**config.mk**
```make
export PLATFORM = sky130hd
export DESIGN_NAME = fpq_drain_seq
export DESIGN_NICKNAME = d
export VERILOG_FILES = /design/src/rtl/fpq_pkg.sv /design/src/rtl/fpq_store.sv /design/src/rtl/fpq_ctrl.sv /design/src/rtl/fpq_result.sv /design/src/rtl/fpq_drain_seq.sv
export SDC_FILE = /design/constraint.sdc
export NUM_CORES = 1
export LEC_CHECK = 0
export BUFFER_PORTS_ARGS = -buffer_cell sky130_fd_sc_hd__buf_4
export CAP_MARGIN = 20
export CORE_MARGIN = 2
export CORE_UTILIZATION = 39
export CTS_CLUSTER_DIAMETER = 120
export DETAILED_ROUTE_END_ITERATION = 10
export MAX_ROUTING_LAYER = met4
export PLACE_DENSITY = 0.6
export SLEW_MARGIN = 20
export SYNTH_ARGS = -nofsm -noshare
export SYNTH_HDL_FRONTEND = slang
export SYNTH_SLANG_ARGS = --single-unit
```
**constraint.sdc**
```tcl
create_clock -name clk -period 3 [get_ports clk]
set_input_delay 0.3 -clock clk [delete_from_list [all_inputs] [get_ports clk]]
set_output_delay 0.3 -clock clk [all_outputs]
set_load 0.05 [all_outputs]
```
**src/rtl/fpq_pkg.sv**
```systemverilog
// fpq_pkg: shared types for the replay sequencer.
// Assumes: nothing beyond IEEE 1800-2017.
package fpq_pkg;
    typedef enum logic [1:0] {
        ST_IDLE  = 2'd0,
        ST_FETCH = 2'd1,
        ST_EXEC  = 2'd2
    } fpq_state_e;
endpackage

```
**src/rtl/fpq_store.sv**
```systemverilog
// fpq_store: in-order storage of pending operations plus a saturating depth count.
// Assumes: pushes are only taken while the sequencer is idle; clear_i arrives only while busy.
module fpq_store #(
    parameter int DEPTH = 4,
    parameter int XLEN  = 32,
    localparam int CNT_W = $clog2(DEPTH + 1),
    localparam int IDX_W = (DEPTH > 1) ? $clog2(DEPTH) : 1
) (
    input  logic             clk,
    input  logic             rst_n,
    input  logic             push_i,
    input  logic [XLEN-1:0]  push_insn_i,
    input  logic [XLEN-1:0]  push_addr_i,
    input  logic             busy_i,
    input  logic             clear_i,
    input  logic [IDX_W-1:0] rd_idx_i,
    output logic [XLEN-1:0]  rd_insn_o,
    output logic [XLEN-1:0]  rd_addr_o,
    output logic [CNT_W-1:0] depth_o
);
    logic [CNT_W-1:0] depth_q;
    logic             take;
    logic [XLEN-1:0]  insn_q [DEPTH];
    logic [XLEN-1:0]  addr_q [DEPTH];

    // Accept a push only when idle and not full.
    assign take = push_i && !busy_i && (depth_q < CNT_W'(DEPTH));

    // Depth counter: clear at end of a deferred run, count accepted pushes.
    always_ff @(posedge clk) begin
        if (!rst_n)       depth_q <= '0;
        else if (clear_i) depth_q <= '0;
        else if (take)    depth_q <= depth_q + CNT_W'(1);
    end

    // One register pair per slot, written when the tail points at it.
    for (genvar g = 0; g < DEPTH; g++) begin : g_slot
        always_ff @(posedge clk) begin
            if (!rst_n) begin
                insn_q[g] <= '0;
                addr_q[g] <= '0;
            end else if (take && (depth_q == CNT_W'(g))) begin
                insn_q[g] <= push_insn_i;
                addr_q[g] <= push_addr_i;
            end
        end
    end

    assign rd_insn_o = insn_q[rd_idx_i];
    assign rd_addr_o = addr_q[rd_idx_i];
    assign depth_o   = depth_q;

    // the count never passes the capacity.
    a_r2_depth_cap: assert property (@(posedge clk) disable iff (!rst_n)
        depth_q <= CNT_W'(DEPTH));

    // a clear request empties the store on the next cycle.
    a_r9_clear_empties: assert property (@(posedge clk) disable iff (!rst_n)
        clear_i |=> (depth_q == '0));

    // nothing changes the count while a run is active unless it is the clear.
    a_r10_busy_hold: assert property (@(posedge clk) disable iff (!rst_n)
        (busy_i && !clear_i) |=> $stable(depth_q));
endmodule

```
**src/rtl/fpq_ctrl.sv**
```systemverilog
// fpq_ctrl: run control. Chooses precise or deferred mode at start, drives
// the fetch and execute handshakes, walks the entry index and signals the end.
// Assumes: depth_i is stable while busy; acks are only meaningful while the matching request is high.
module fpq_ctrl #(
    parameter int DEPTH = 4,
    localparam int CNT_W = $clog2(DEPTH + 1),
    localparam int IDX_W = (DEPTH > 1) ? $clog2(DEPTH) : 1
) (
    input  logic             clk,
    input  logic             rst_n,
    input  logic             start_i,
    input  logic [CNT_W-1:0] depth_i,
    input  logic             fetch_ack_i,
    input  logic             fetch_err_i,
    input  logic             exec_ack_i,
    input  logic             exec_ok_i,
    output logic             busy_o,
    output logic             fetch_req_o,
    output logic             exec_req_o,
    output logic             precise_o,
    output logic [IDX_W-1:0] idx_o,
    output logic             capture_o,
    output logic             load_insn_o,
    output logic             finish_o,
    output logic             finish_ok_o,
    output logic             clear_o
);
    import fpq_pkg::*;

    fpq_state_e       state_q, state_d;
    logic             precise_q;
    logic [IDX_W-1:0] idx_q;
    logic             last_entry;

    // Start is honoured only from idle.
    assign capture_o   = (state_q == ST_IDLE) && start_i;
    assign fetch_req_o = (state_q == ST_FETCH);
    assign exec_req_o  = (state_q == ST_EXEC);
    assign busy_o      = (state_q != ST_IDLE);
    assign load_insn_o = fetch_req_o && fetch_ack_i && !fetch_err_i;
    assign last_entry  = (CNT_W'(idx_q) == depth_i - CNT_W'(1));

    // End-of-run detection: fetch fault, precise execution, failed or last deferred entry.
    always_comb begin
        finish_o    = 1'b0;
        finish_ok_o = 1'b0;
        if (fetch_req_o && fetch_ack_i && fetch_err_i) begin
            finish_o = 1'b1;
        end else if (exec_req_o && exec_ack_i) begin
            if (precise_q || !exec_ok_i || last_entry) begin
                finish_o    = 1'b1;
                finish_ok_o = exec_ok_i;
            end
        end
    end
    assign clear_o = finish_o && !precise_q;

    // Next-state selection.
    always_comb begin
        state_d = state_q;
        unique case (state_q)
            ST_IDLE:  if (start_i) state_d = (depth_i == '0) ? ST_FETCH : ST_EXEC;
            ST_FETCH: if (fetch_ack_i) state_d = fetch_err_i ? ST_IDLE : ST_EXEC;
            ST_EXEC:  if (finish_o) state_d = ST_IDLE;
            default:  state_d = ST_IDLE;
        endcase
    end

    // State, mode and entry index registers.
    always_ff @(posedge clk) begin
        if (!rst_n) begin
            state_q   <= ST_IDLE;
            precise_q <= 1'b0;
            idx_q     <= '0;
        end else begin
            state_q <= state_d;
            if (capture_o) begin
                precise_q <= (depth_i == '0);
                idx_q     <= '0;
            end else if (exec_req_o && exec_ack_i && !finish_o) begin
                idx_q <= idx_q + IDX_W'(1);
            end
        end
    end

    assign precise_o = precise_q;
    assign idx_o     = idx_q;

    // an unanswered execute request persists.
    a_r11_exec_hold: assert property (@(posedge clk) disable iff (!rst_n)
        (exec_req_o && !exec_ack_i) |=> exec_req_o);

    // an unanswered fetch request persists.
    a_r11_fetch_hold: assert property (@(posedge clk) disable iff (!rst_n)
        (fetch_req_o && !fetch_ack_i) |=> fetch_req_o);

    // the two handshakes are never active together.
    a_r11_one_req: assert property (@(posedge clk) disable iff (!rst_n)
        !(fetch_req_o && exec_req_o));

    // a failed deferred entry is followed by no further request.
    a_r6_stop_on_fail: assert property (@(posedge clk) disable iff (!rst_n)
        (exec_req_o && exec_ack_i && !exec_ok_i) |=> !exec_req_o);

    // fetching happens only in precise runs.
    a_r3_fetch_precise: assert property (@(posedge clk) disable iff (!rst_n)
        fetch_req_o |-> precise_q);
endmodule

```
**src/rtl/fpq_result.sv**
```systemverilog
// fpq_result: computes the PC, next-PC and status word written back at the end of a run.
// Assumes: the inputs are the values captured at start; the output is consumed only when a run finishes.
module fpq_result #(
    parameter int XLEN    = 32,
    parameter int QF_LO   = 12,
    parameter int QF_W    = 2,
    parameter int CEXC_LO = 0,
    parameter int CEXC_W  = 5,
    parameter int STEP    = 4,
    localparam logic [XLEN-1:0] QF_MASK   = ((XLEN'(1) << QF_W) - XLEN'(1)) << QF_LO,
    localparam logic [XLEN-1:0] CEXC_MASK = ((XLEN'(1) << CEXC_W) - XLEN'(1)) << CEXC_LO
) (
    input  logic            precise_i,
    input  logic            ok_i,
    input  logic [XLEN-1:0] stat_i,
    input  logic [XLEN-1:0] pc_i,
    input  logic [XLEN-1:0] npc_i,
    output logic [XLEN-1:0] stat_o,
    output logic [XLEN-1:0] pc_o,
    output logic [XLEN-1:0] npc_o
);
    // Write-back selection per mode and outcome.
    always_comb begin
        pc_o   = pc_i;
        npc_o  = npc_i;
        stat_o = stat_i;
        if (precise_i) begin
            if (ok_i) begin
                pc_o  = npc_i;
                npc_o = npc_i + XLEN'(STEP);
            end
        end else if (ok_i) begin
            stat_o = stat_i & ~(QF_MASK | CEXC_MASK);
        end else begin
            stat_o = stat_i & ~QF_MASK;
        end
    end
endmodule

```
**src/rtl/fpq_drain_seq.sv**
```systemverilog
// fpq_drain_seq: top of the replay sequencer. Joins the entry store, the run
// control and the write-back logic, and holds the start-time snapshot and the result registers.
// Assumes: the caller loads entries before start and applies the results on done_o.
module fpq_drain_seq #(
    parameter int DEPTH = 4,
    parameter int XLEN  = 32,
    localparam int CNT_W = $clog2(DEPTH + 1),
    localparam int IDX_W = (DEPTH > 1) ? $clog2(DEPTH) : 1
) (
    input  logic             clk,
    input  logic             rst_n,
    input  logic             push_i,
    input  logic [XLEN-1:0]  push_insn_i,
    input  logic [XLEN-1:0]  push_addr_i,
    output logic [CNT_W-1:0] depth_o,
    input  logic             start_i,
    input  logic [XLEN-1:0]  pc_i,
    input  logic [XLEN-1:0]  npc_i,
    input  logic [XLEN-1:0]  stat_i,
    output logic             busy_o,
    output logic             fetch_req_o,
    output logic [XLEN-1:0]  fetch_addr_o,
    input  logic             fetch_ack_i,
    input  logic [XLEN-1:0]  fetch_data_i,
    input  logic             fetch_err_i,
    output logic             exec_req_o,
    output logic [XLEN-1:0]  exec_insn_o,
    output logic [XLEN-1:0]  exec_addr_o,
    input  logic             exec_ack_i,
    input  logic             exec_ok_i,
    output logic             done_o,
    output logic             pass_o,
    output logic             precise_o,
    output logic [XLEN-1:0]  pc_o,
    output logic [XLEN-1:0]  npc_o,
    output logic [XLEN-1:0]  stat_o
);
    logic             capture, load_insn, finish, finish_ok, clear, run_precise;
    logic [IDX_W-1:0] idx;
    logic [XLEN-1:0]  rd_insn, rd_addr;
    logic [XLEN-1:0]  pc_q, npc_q, stat_q, insn_q;
    logic [XLEN-1:0]  pc_n, npc_n, stat_n;

    fpq_store #(.DEPTH(DEPTH), .XLEN(XLEN)) u_store (
        .clk(clk), .rst_n(rst_n),
        .push_i(push_i), .push_insn_i(push_insn_i), .push_addr_i(push_addr_i),
        .busy_i(busy_o), .clear_i(clear), .rd_idx_i(idx),
        .rd_insn_o(rd_insn), .rd_addr_o(rd_addr), .depth_o(depth_o)
    );

    fpq_ctrl #(.DEPTH(DEPTH)) u_ctrl (
        .clk(clk), .rst_n(rst_n), .start_i(start_i), .depth_i(depth_o),
        .fetch_ack_i(fetch_ack_i), .fetch_err_i(fetch_err_i),
        .exec_ack_i(exec_ack_i), .exec_ok_i(exec_ok_i),
        .busy_o(busy_o), .fetch_req_o(fetch_req_o), .exec_req_o(exec_req_o),
        .precise_o(run_precise), .idx_o(idx), .capture_o(capture),
        .load_insn_o(load_insn), .finish_o(finish), .finish_ok_o(finish_ok),
        .clear_o(clear)
    );

    fpq_result #(.XLEN(XLEN)) u_result (
        .precise_i(run_precise), .ok_i(finish_ok), .stat_i(stat_q),
        .pc_i(pc_q), .npc_i(npc_q),
        .stat_o(stat_n), .pc_o(pc_n), .npc_o(npc_n)
    );

    // Snapshot of PC, next-PC and status at start; fetched word on fetch success.
    always_ff @(posedge clk) begin
        if (!rst_n) begin
            pc_q   <= '0;
            npc_q  <= '0;
            stat_q <= '0;
            insn_q <= '0;
        end else begin
            if (capture) begin
                pc_q   <= pc_i;
                npc_q  <= npc_i;
                stat_q <= stat_i;
            end
            if (load_insn) insn_q <= fetch_data_i;
        end
    end

    // Result registers and the one-cycle done pulse.
    always_ff @(posedge clk) begin
        if (!rst_n) begin
            done_o    <= 1'b0;
            pass_o    <= 1'b0;
            precise_o <= 1'b0;
            pc_o      <= '0;
            npc_o     <= '0;
            stat_o    <= '0;
        end else begin
            done_o <= finish;
            if (finish) begin
                pass_o    <= finish_ok;
                precise_o <= run_precise;
                pc_o      <= pc_n;
                npc_o     <= npc_n;
                stat_o    <= stat_n;
            end
        end
    end

    assign fetch_addr_o = pc_q;
    assign exec_insn_o  = run_precise ? insn_q : rd_insn;
    assign exec_addr_o  = run_precise ? pc_q : rd_addr;

    // done is one cycle wide and lands while idle.
    a_r11_done_pulse: assert property (@(posedge clk) disable iff (!rst_n)
        done_o |=> !done_o);
    a_r11_done_idle: assert property (@(posedge clk) disable iff (!rst_n)
        done_o |-> !busy_o);

    // a passing precise run advances by one step past the old next-PC.
    a_r4_precise_advance: assert property (@(posedge clk) disable iff (!rst_n)
        (done_o && precise_o && pass_o) |-> (npc_o == pc_o + XLEN'(4)));

    // a passing deferred run leaves the queue flags and exception field clear.
    a_r7_defer_clear: assert property (@(posedge clk) disable iff (!rst_n)
        (done_o && !precise_o && pass_o) |-> (stat_o[13:12] == 2'b00 && stat_o[4:0] == 5'd0));

    // a failing deferred run keeps the exception field.
    a_r8_fail_keep: assert property (@(posedge clk) disable iff (!rst_n)
        (done_o && !precise_o && !pass_o) |-> (stat_o[13:12] == 2'b00 && stat_o[4:0] == stat_q[4:0]));

    // the store is empty when a deferred run reports.
    a_r9_empty_at_done: assert property (@(posedge clk) disable iff (!rst_n)
        (done_o && !precise_o) |-> (depth_o == '0));

    // the presented operation holds while its request waits.
    a_r11_payload_stable: assert property (@(posedge clk) disable iff (!rst_n)
        (exec_req_o && !exec_ack_i) |=> ($stable(exec_insn_o) && $stable(exec_addr_o)));
endmodule

```
==> results of run 1 <==
[worst register-to-register path: cells and delay by family, from the launching register on]
kind / cells / cell delay, ns
AND/OR/NAND/NOR: 1 / 0.10
adder cells (fa/ha/maj): 1 / 0.34
buffers and inverters: 2 / 0.47
XOR/XNOR: 1 / 0.17
AO/OA/AOI/OAI: 3 / 0.99
flip-flops: 1 / 0.45
[kinds of logic (layout without fill, tap and decap cells)]
| logic type | Yosys count | in the layout | share of synthesized area, % |
|---|---|---|---|
| xor gates and xnor gates | 30 | 30 | 1.225 |
| and+or+nand+nor | 711 | 711 | 16.71 |
| adders and majority gates | 7 | 7 | 0.4085 |
| other | 0 | 8 | 0 |
| buffers and inverters | 139 | 729 | 2.807 |
| DFF | 493 | 493 | 57.98 |
| muxes | 160 | 160 | 11.58 |
| AOI/OAI and AO/OA | 269 | 269 | 9.296 |
[layout by cell type (no fill, tap or decap), types with 5 or more instances in the layout]
| cell type | Yosys | routed |
|---|---|---|
| clkbuf_1 | 79 | 5 |
| and2_1 | 258 | 257 |
| nand4_1 | 9 | 9 |
| nand3_1 | 20 | 19 |
| nor2_1 | 8 | 8 |
| nand2_1 | 369 | 364 |
| clkbuf_8 | 0 | 11 |
| ha_1 | 7 | 7 |
| clkbuf_16 | 0 | 55 |
| xor2_1 | 20 | 20 |
| a32o_1 | 5 | 5 |
| diode_2 | 0 | 8 |
| xnor2_1 | 10 | 10 |
| edfxtp_1 | 256 | 256 |
| mux4_2 | 64 | 64 |
| a21boi_0 | 101 | 101 |
| buf_12 | 0 | 18 |
| dfxtp_1 | 237 | 234 |
| o21ai_0 | 30 | 30 |
| and3_1 | 14 | 10 |
| mux2i_1 | 32 | 32 |
| a21oi_1 | 24 | 24 |
| o211a_1 | 35 | 35 |
| dlygate4sd3_1 | 0 | 189 |
| clkinv_2 | 0 | 13 |
| buf_4 | 5 | 419 |
| a21boi_1 | 60 | 60 |
| nand2_4 | 0 | 5 |
| mux2_2 | 64 | 64 |
| bufinv_16 | 0 | 5 |
| clkinv_1 | 0 | 5 |
[final cells by class]
cell class	instances	area, sq um
repair buffers	627	5409
diodes	8	20.02
fillers	4655	25100
well taps	696	870.8
clock buffers	72	1554
multi-input cells	1177	8466
flip-flops and latches	493	12440
inverters	4	15.01
clock inverters	26	259.0
[state kept, by name, indices dropped and copies added, names as in the netlist, 2 cells and up, named ones only]
signal and flops:
fetch_addr_o 32, stat_q 32, u_store.insn_q 128, u_store.addr_q 128, npc_q 32, pc_o 32, npc_o 32, u_store.depth_o 3
insn_q 32, u_ctrl.idx_o 2, u_ctrl.state_q 2, stat_o 32
[metal layers]
layer / GRT usage, % / vias up / wire [um]
met1: 28.66 / 7794 / 27850
met4: 7.330 / 0 / 1963
li1: - / 7458 / -
met2: 37.19 / 427 / 30750
met3: 3.841 / 110 / 3262
met5: - / - / 0
[what timing repair did]
item | 4_1_cts | 5_1_grt
hold buffers | 189 | 0
setup buffers | 2 | 0
setup endpoints to repair | 11 | 0
hold endpoints to repair | 371 | 0
[power by group through the flow]
stage / sequential [uW] / combinational [uW] / clock (uW)
global placement: 8430 / 4730 / 0
finish: 8330 / 4930 / 6780
CTS: 8320 / 4990 / 6910
detailed placement: 8470 / 4760 / 0
floorplan: 8880 / 2560 / 0
global route: 8400 / 5220 / 7170
[per-stage QoR]
step | cells | util, % | hold slack [ns] | power [uW] | setup slack [ns]
2_1_floorplan | 1809 | - | 0.4316 | 11440 | 0.06555
3_3_place_gp | 2806 | 46.73 | 0.4375 | 13160 | 0.5780
3_5_place_dp | 2806 | 46.73 | 0.4419 | 13230 | 0.4487
4_1_cts | 3095 | 53.60 | 0.0003451 | 20220 | 0.2259
5_1_grt | 3101 | 53.63 | 0.008206 | 20790 | 0.1879
6_report | 3103 | 53.64 | 0.03078 | 20040 | 0.3007
[final timing paths]
kind / slack, ns / startpoint / endpoint
max: 0.30 / flip-flop / exec_insn_o[13]
min: 0.03 / stat_i[19] / stat_q[19]
max reg2reg: 0.42 / u_store.depth_o[0] / npc_o[1]
min reg2reg: 0.44 / stat_q[17] / stat_o[17]
[cells in the mapped netlist, types with 5 or more instances]
cell type,count,area [sq um]
nand4_1,9,56.30
buf_4,5,37.54
o211a_1,35,350.3
mux2i_1,32,320.3
a32o_1,5,50.05
buf_2,49,245.2
xor2_1,20,175.2
and3_1,14,87.58
a21boi_1,60,450.4
xnor2_1,10,87.58
edfxtp_1,256,7687
nand3_1,20,100.1
o21ai_0,30,150.1
ha_1,7,87.58
mux2_2,64,720.7
nor2_1,8,30.03
and2_1,258,1614
a21oi_1,24,120.1
mux4_2,64,1441
clkbuf_1,79,296.5
dfxtp_1,237,4745
a21boi_0,101,758.2
nand2_1,369,1385
==> run summary, run 1 <==
The flow ran to the end, and the final reports show no timing, DRC or antenna violations. The areal power density over the cells is 690.1 nW/um^2. Summed over all layers, the routed wires come to 63830 um.

The worst setup path is launched from a flip-flop. The cell depth of the worst flop-to-flop path came out at 8. The leakage component of the power came out at 0.01206 uW.

The data required time at the worst endpoint came out at 2.70 ns. The detail route stage leaves a number of antenna-violating nets equal to 0. The largest incremental delay on the critical path is 0.57 ns. The mean cell area of the mapped netlist is 11.85 sq um.

The sequential share of power came out at 41.6%. The ratio of final minimum period to clock period is 89.98%. No sink is reached through more buffers than the 3 on the longest clock path. The detailed-placement wirelength estimate came out at 41930 um. The worst clock skew on the final layout is 0.02377 ns. The count of mapped cells out of synthesis came out at 1809. By startpoint and endpoint, the worst setup path is classified as reg -> out.

The via count of the first global-routing pass is 16059. The post-cts gate resize count came out at 0. The count of final hold-check violations was 0. The floorplan die height is 238.5 um. In this run the core area contains 85 standard-cell rows. The number of antenna violations at the first check in global routing was 8.

The area added between synthesis and finish is 35.42%. Global routing consumed, over all layers together, 22.67% of the routing resources. Setup repair after global routing left no endpoint under its margin. The congestion estimate from routability-driven global placement came to 0.8628. The total overflow left after global routing is 0. The H-tree depth came out at 2. The maximum number of pins on one net before global-route repair came out at 127. On the critical path, the stage with the largest delay is an instance of mux4_2.

The initial cell density of the core is 39.61%. The share of async-settable or async-resettable flops after synthesis is 0%. The sequential-to-total area share from yosys stat is 57.98%. The root buffer cell is clkbuf_16. The ratio of routed vias to standard cells came out at 5.088. The total vias in the final route is 15789. The clock buffer count from CTS is 54.

The most frequent cell on the critical path is buf_4. For this run, the post-layout net count is 2564. The sink count of the clock tree is 493. Counting buffers and inverters, the worst setup path is 4 cells deep. The post-route cell area is 29040 sq um. The cell depth of the worst min-delay path came out at 3. The average wire length per cell after detail routing came out at 20.57 um. The worst-path maximum fanout is 12.

The reported max-cap violation count came out at 0. The fraction of power spent switching nets is 31.64%. The commonest register cell after synthesis is edfxtp_1. The first TritonRoute pass finished after 7 iterations. Yosys printed 0 warnings. The cell area reported after detailed placement is 25300 sq um.

The die outline width came out at 238.5 um. The share of layout cells above drive strength 1 came out at 28.43%. The source-to-sink clock delay at the later pin of the worst-skew pair is 0.60 ns. Headroom to the max-slew limit came out at 42.76%.

The number of setup violations in the final report came out at 0. The critical path contains buffers and inverters numbering 2 combined. The starting DRC count in detailed routing came out at 915. The clock slew seen by the registers of the worst setup and hold paths came out at 0.06 ns. The count of pins on the block boundary came out at 401. The max-slew violation count was 0. The relative contribution of the clock network to total power is 33.8%. The number of distinct standard cells referenced by the synthesized netlist came out at 51. Static timing analysis puts the maximum clock frequency at 370.5 MHz. The worst hold path belongs to the class in -> reg. Traced cell by cell, the critical path runs through buf_4 -> mux4_2 -> mux2_2 -> buf_4. The peak ir drop on the vdd network came out at 0.0003959 V. TritonCTS built the clock tree. The summed negative setup slack over all endpoints is 0 ns. The synthesized design contains 493 register bits. In this run, synthesis inferred 256 flip-flops with an integrated enable. The summed instance area of the synthesized netlist came out at 21440 sq um. The slew at the pin closest to its max-slew limit came out at 0.8586 ns. Grouping stages by cell kind, the critical path spends the most delay in multiplexers. The internal portion of the total power is 13700 uW.

The first global-routing pass estimated 95440 um of wire. The arrival time reported for the critical path endpoint came out at 2.40 ns. The worst setup path is captured at an output pin. The clock period minus final worst setup slack is 2.699 ns. Summed over all nets, the switching power comes to 6341 uW. The number of buffers inserted by port buffering came out at 400. The floorplan step defined a core boundary enclosing 54130 sq um.

The die covers 56870 sq um. Combinational logic is responsible for 24.6% of the overall power. The post-synth net total is 2016. After detailed routing, the number of remaining DRC violations is 0.
(Power assumes the default switching activity.)
==> run 2: changes to the inputs <==
--- a/config.mk
+++ b/config.mk
@@ -15,2 +15,3 @@
 export PLACE_DENSITY = 0.6
+export RECOVER_POWER = 50
 export SLEW_MARGIN = 20
--- a/constraint.sdc
+++ b/constraint.sdc
@@ -3,2 +3,2 @@
 set_output_delay 0.3 -clock clk [all_outputs]
-set_load 0.05 [all_outputs]
+set_load 0.1 [all_outputs]
==> run 2 against run 1 <==
Effect of this change:
- the flow now finishes with violations (max-capacitance violations, max-slew violations)
- total power increased by 7.8%
- clock skew decreased by 0.0064 ns
- hold slack improved by 0.0049 ns
- non-clock buffer count increased by 1
==> run summary, run 2 (synthesized netlist as in run 1, its figures left out) <==
The number of setup violations in the final report came out at 0 (unchanged). The overall fraction of global-route tracks in use came to 22.84% (+0.17 points). The antenna violation net count after detailed routing is 0 (unchanged).

The data required time at the worst endpoint came out at 2.70 ns (about the same). The share of layout cells above drive strength 1 is 22.30% (-6.1 points). The clock period minus final worst setup slack was 2.805 ns (+0.1054 ns). STA classifies the critical path endpoint as an output pin. The beginning of the worst hold path is stat_i[4].

The number of inserted filler cells in the final layout came out at 4732 (+1.7%). The number of placement rows came out at 85 (unchanged). The final layout net count is 2565 (+0.039%). The highest clock rate is 356.5 MHz (-3.8%). The number of standard cells in the final layout excluding fillers came out at 3112 (+0.29%). The slew at the pin closest to its max-slew limit came out at 1.691 ns (+0.8323 ns). The leakage component of the power came out at 0.01142 uW (-5.3%). The largest individual stage delay along the critical path comes from the cell mux4_2. The average wire length per cell after detail routing is 20.56 um (about the same). The ratio of routed vias to standard cells is 5.048 (-0.80%). The area enclosed by the die boundary was 56870 sq um (unchanged).

In this run the critical register-to-register path is launched from u_ctrl.state_q[1]. Traced cell by cell, the critical path runs through buf_12 -> mux4_2 -> mux2_2 -> buf_4. The post-cts gate resize count is 0 (unchanged).

The buffering stage count on the worst path with inverters included came out at 2 (unchanged). In this run the worst hold path is classified as in -> reg. Grouping stages by cell kind, the critical path spends the most delay in multiplexers. The internal power of the cells is 13630 uW (-0.49%).

The number of DRC violations after detailed routing is 0 (unchanged). The arrival time reported for the critical path endpoint came out at 2.50 ns (+0.10 ns). The combinational share of power is 29.7% (+5.1 points). The fraction of power spent switching nets is 36.92% (+5.3 points). The starting DRC count in detailed routing was 955 (+4.4%). The checks that failed: max-capacitance violations, max-slew violations.

The die outline width came to 238.5 um (unchanged). The source-to-sink clock delay at the later pin of the worst-skew pair was 0.60 ns (about the same). The cell depth of the worst flop-to-flop path was 6 (-2). The maximum root-to-sink buffer count came out at 3 (unchanged). The summed negative setup slack over all endpoints is 0 ns (unchanged). The max-slew violation count is 33 (+33).

The H-tree depth is 2 (unchanged). The top cell types in the final layout, fill and taps aside, are nand2_1 (367), buf_4 (275), edfxtp_1 (256), dfxtp_1 (234), and2_1 (216). The count of pins on the block boundary is 401 (unchanged). The clock buffer count from CTS came out at 54 (unchanged). The relative contribution of the clock network to total power came out at 31.9% (-1.9 points).

The number of antenna violations at the first check in global routing is 10 (+2). The ratio of final minimum period to clock period was 93.49% (+3.5 points). The clock slew seen by the registers of the worst setup and hold paths came out at 0.06 ns (about the same). The detailed-placement wirelength estimate is 41470 um (-1.1%).

The total iterations of the first detailed-routing run came out at 5 (-2). The standard cell core area is 54130 sq um (unchanged). The post-CTS repair timing setup buffer count is 0 (-2).

The peak ir drop on the vdd network is 0.0006937 V (+75%). The number of cells in the design after placement was 2807 (+0.036%). The count of final hold-check violations is 0 (unchanged). Leaving out fill and tap cells, the most frequent cell in the layout is nand2_1. Setup repair after global routing left no endpoint under its margin. The reported max-cap violation count is 1 (+1).

The remaining max-slew budget at the tightest pin came out at -12.73% (-55 points). The maximum number of pins on one net before global-route repair came to 214 (+69%). The flow ran to the end, but the final reports show violations. The net load switching power is 7978 uW (+26%). The worst register-to-register path ends at npc_q[16]. The cell depth of the worst min-delay path came out at 3 (unchanged). The number of hold buffers added after CTS was 191 (+1.1%). The largest incremental delay on the critical path was 0.61 ns (+0.04 ns). The critical setup path kind is reg -> out. Relative to the synthesized area, the layout overhead comes to 33.18%. The sequential share of power is 38.4% (-3.2 points). The post-route cell area is 28560 sq um (-1.7%). The largest registers in the layout are u_store.addr_q (128), u_store.insn_q (128). The type of origin of the critical path is a flip-flop. The cell area reported after detailed placement was 25360 sq um (+0.23%). The via count of the first global-routing pass is 15929 (-0.81%). The wire length of the first global-routing pass came to 96390 um (+0.99%).

The TritonCTS clock tree is built. The areal power density over the cells was 756.7 nW/um^2 (+9.7%). The floorplan die height came out at 238.5 um (unchanged). The total grt overflow was 0 (unchanged). The terminating pin of the worst hold path is stat_q[4].

The final RePlAce weighted congestion is 0.8547 (-0.94%). The total design power is 21610 uW (+7.8%). The sink count of the clock tree is 493 (unchanged). The worst-path maximum fanout came out at 49 (+37).

The worst clock skew on the final layout is 0.01737 ns (-0.006402 ns). The setup slack on the worst flop-to-flop path was 0.31 ns (-0.11 ns). The number of buffers inserted by port buffering came to 400 (unchanged). The routed wire length came out at 63970 um (+0.22%). The total vias in the final route is 15708 (-0.51%). The tree is rooted in a clkbuf_16.

The initial cell density of the core came out at 39.61% (unchanged).
run 2: cell count changes in the layout (fill, tap and decap cells not counted), sizes merged:
cell	previous run	this run
buf	438	294
bufinv	5	7
clkbuf	72	213
clkinv	19	22
clkinvlp	1	3
diode	8	12
dlygate4sd3	189	191
inv	5	4
run 2: how the worst max path moves through the flow:
stage / start / endpoint / slack, ns / depth (start not counted)
after detailed placement: u_store.depth_o[0] / stat_o[15] / 0.55 / 8
after global routing: u_ctrl.state_q[1] / u_store.insn_q[0][17] / 0.08 / 6
after global placement: u_store.depth_o[0] / pc_o[1] / 0.67 / 8
final: flip-flop / exec_addr_o[25] / 0.20 / 4
after CTS: flip-flop / exec_addr_o[10] / 0.12 / 4
after floorplan: u_store.depth_o[0] / npc_o[25] / 0.16 / 8
run 2: cell type report:
cell class / instances / area (sq um) / share of cell area, %
clock buffer: 70 / 1503 / 5.262
clock inverter: 32 / 357.8 / 1.253
multi-input combinational: 1177 / 8436 / 29.54
inverter: 4 / 15.01 / 0.05258
antenna: 12 / 30.03 / 0.1052
timing repair buffer: 628 / 4901 / 17.16
tap: 696 / 870.8 / 3.050
sequential: 493 / 12440 / 43.57
run 2: worst reg2reg max path, delay by kind of cell, from the launching register on:
family	cells	cell delay (ns)
compound gates	1	0.23
simple gates	3	0.74
flops	1	0.49
buf+inv	2	1.15
run 2: power by group through the flow:
stage	sequential [uW]	combinational [uW]	clock [uW]
floorplan	9540	3490	0
global placement	8400	6420	0
detailed placement	8440	6460	0
CTS	8290	6680	7050
global route	8360	6720	7310
finish	8290	6430	6890
run 2: metrics by stage:
| stage | worst slack [ns] | hold WS [ns] | utilization [%] |
|---|---|---|---|
| after floorplan | 0.1561 | 0.4316 | - |
| after global placement | 0.6698 | 0.4370 | 46.84 |
| after detailed placement | 0.5481 | 0.4443 | 46.84 |
| after CTS | 0.1200 | 0.002814 | 53.81 |
| after global routing | 0.08424 | 0.03442 | 52.74 |
| final | 0.1953 | 0.03568 | 52.75 |
run 2: layer usage:
layer  up-vias  wire length (um)  GRT usage, %
met5         -                 0             -
met4         0              1719         7.121
met3        99              3350         3.876
met2       445             30270         36.28
met1      7691             28630         29.99
li1       7473                 -             -
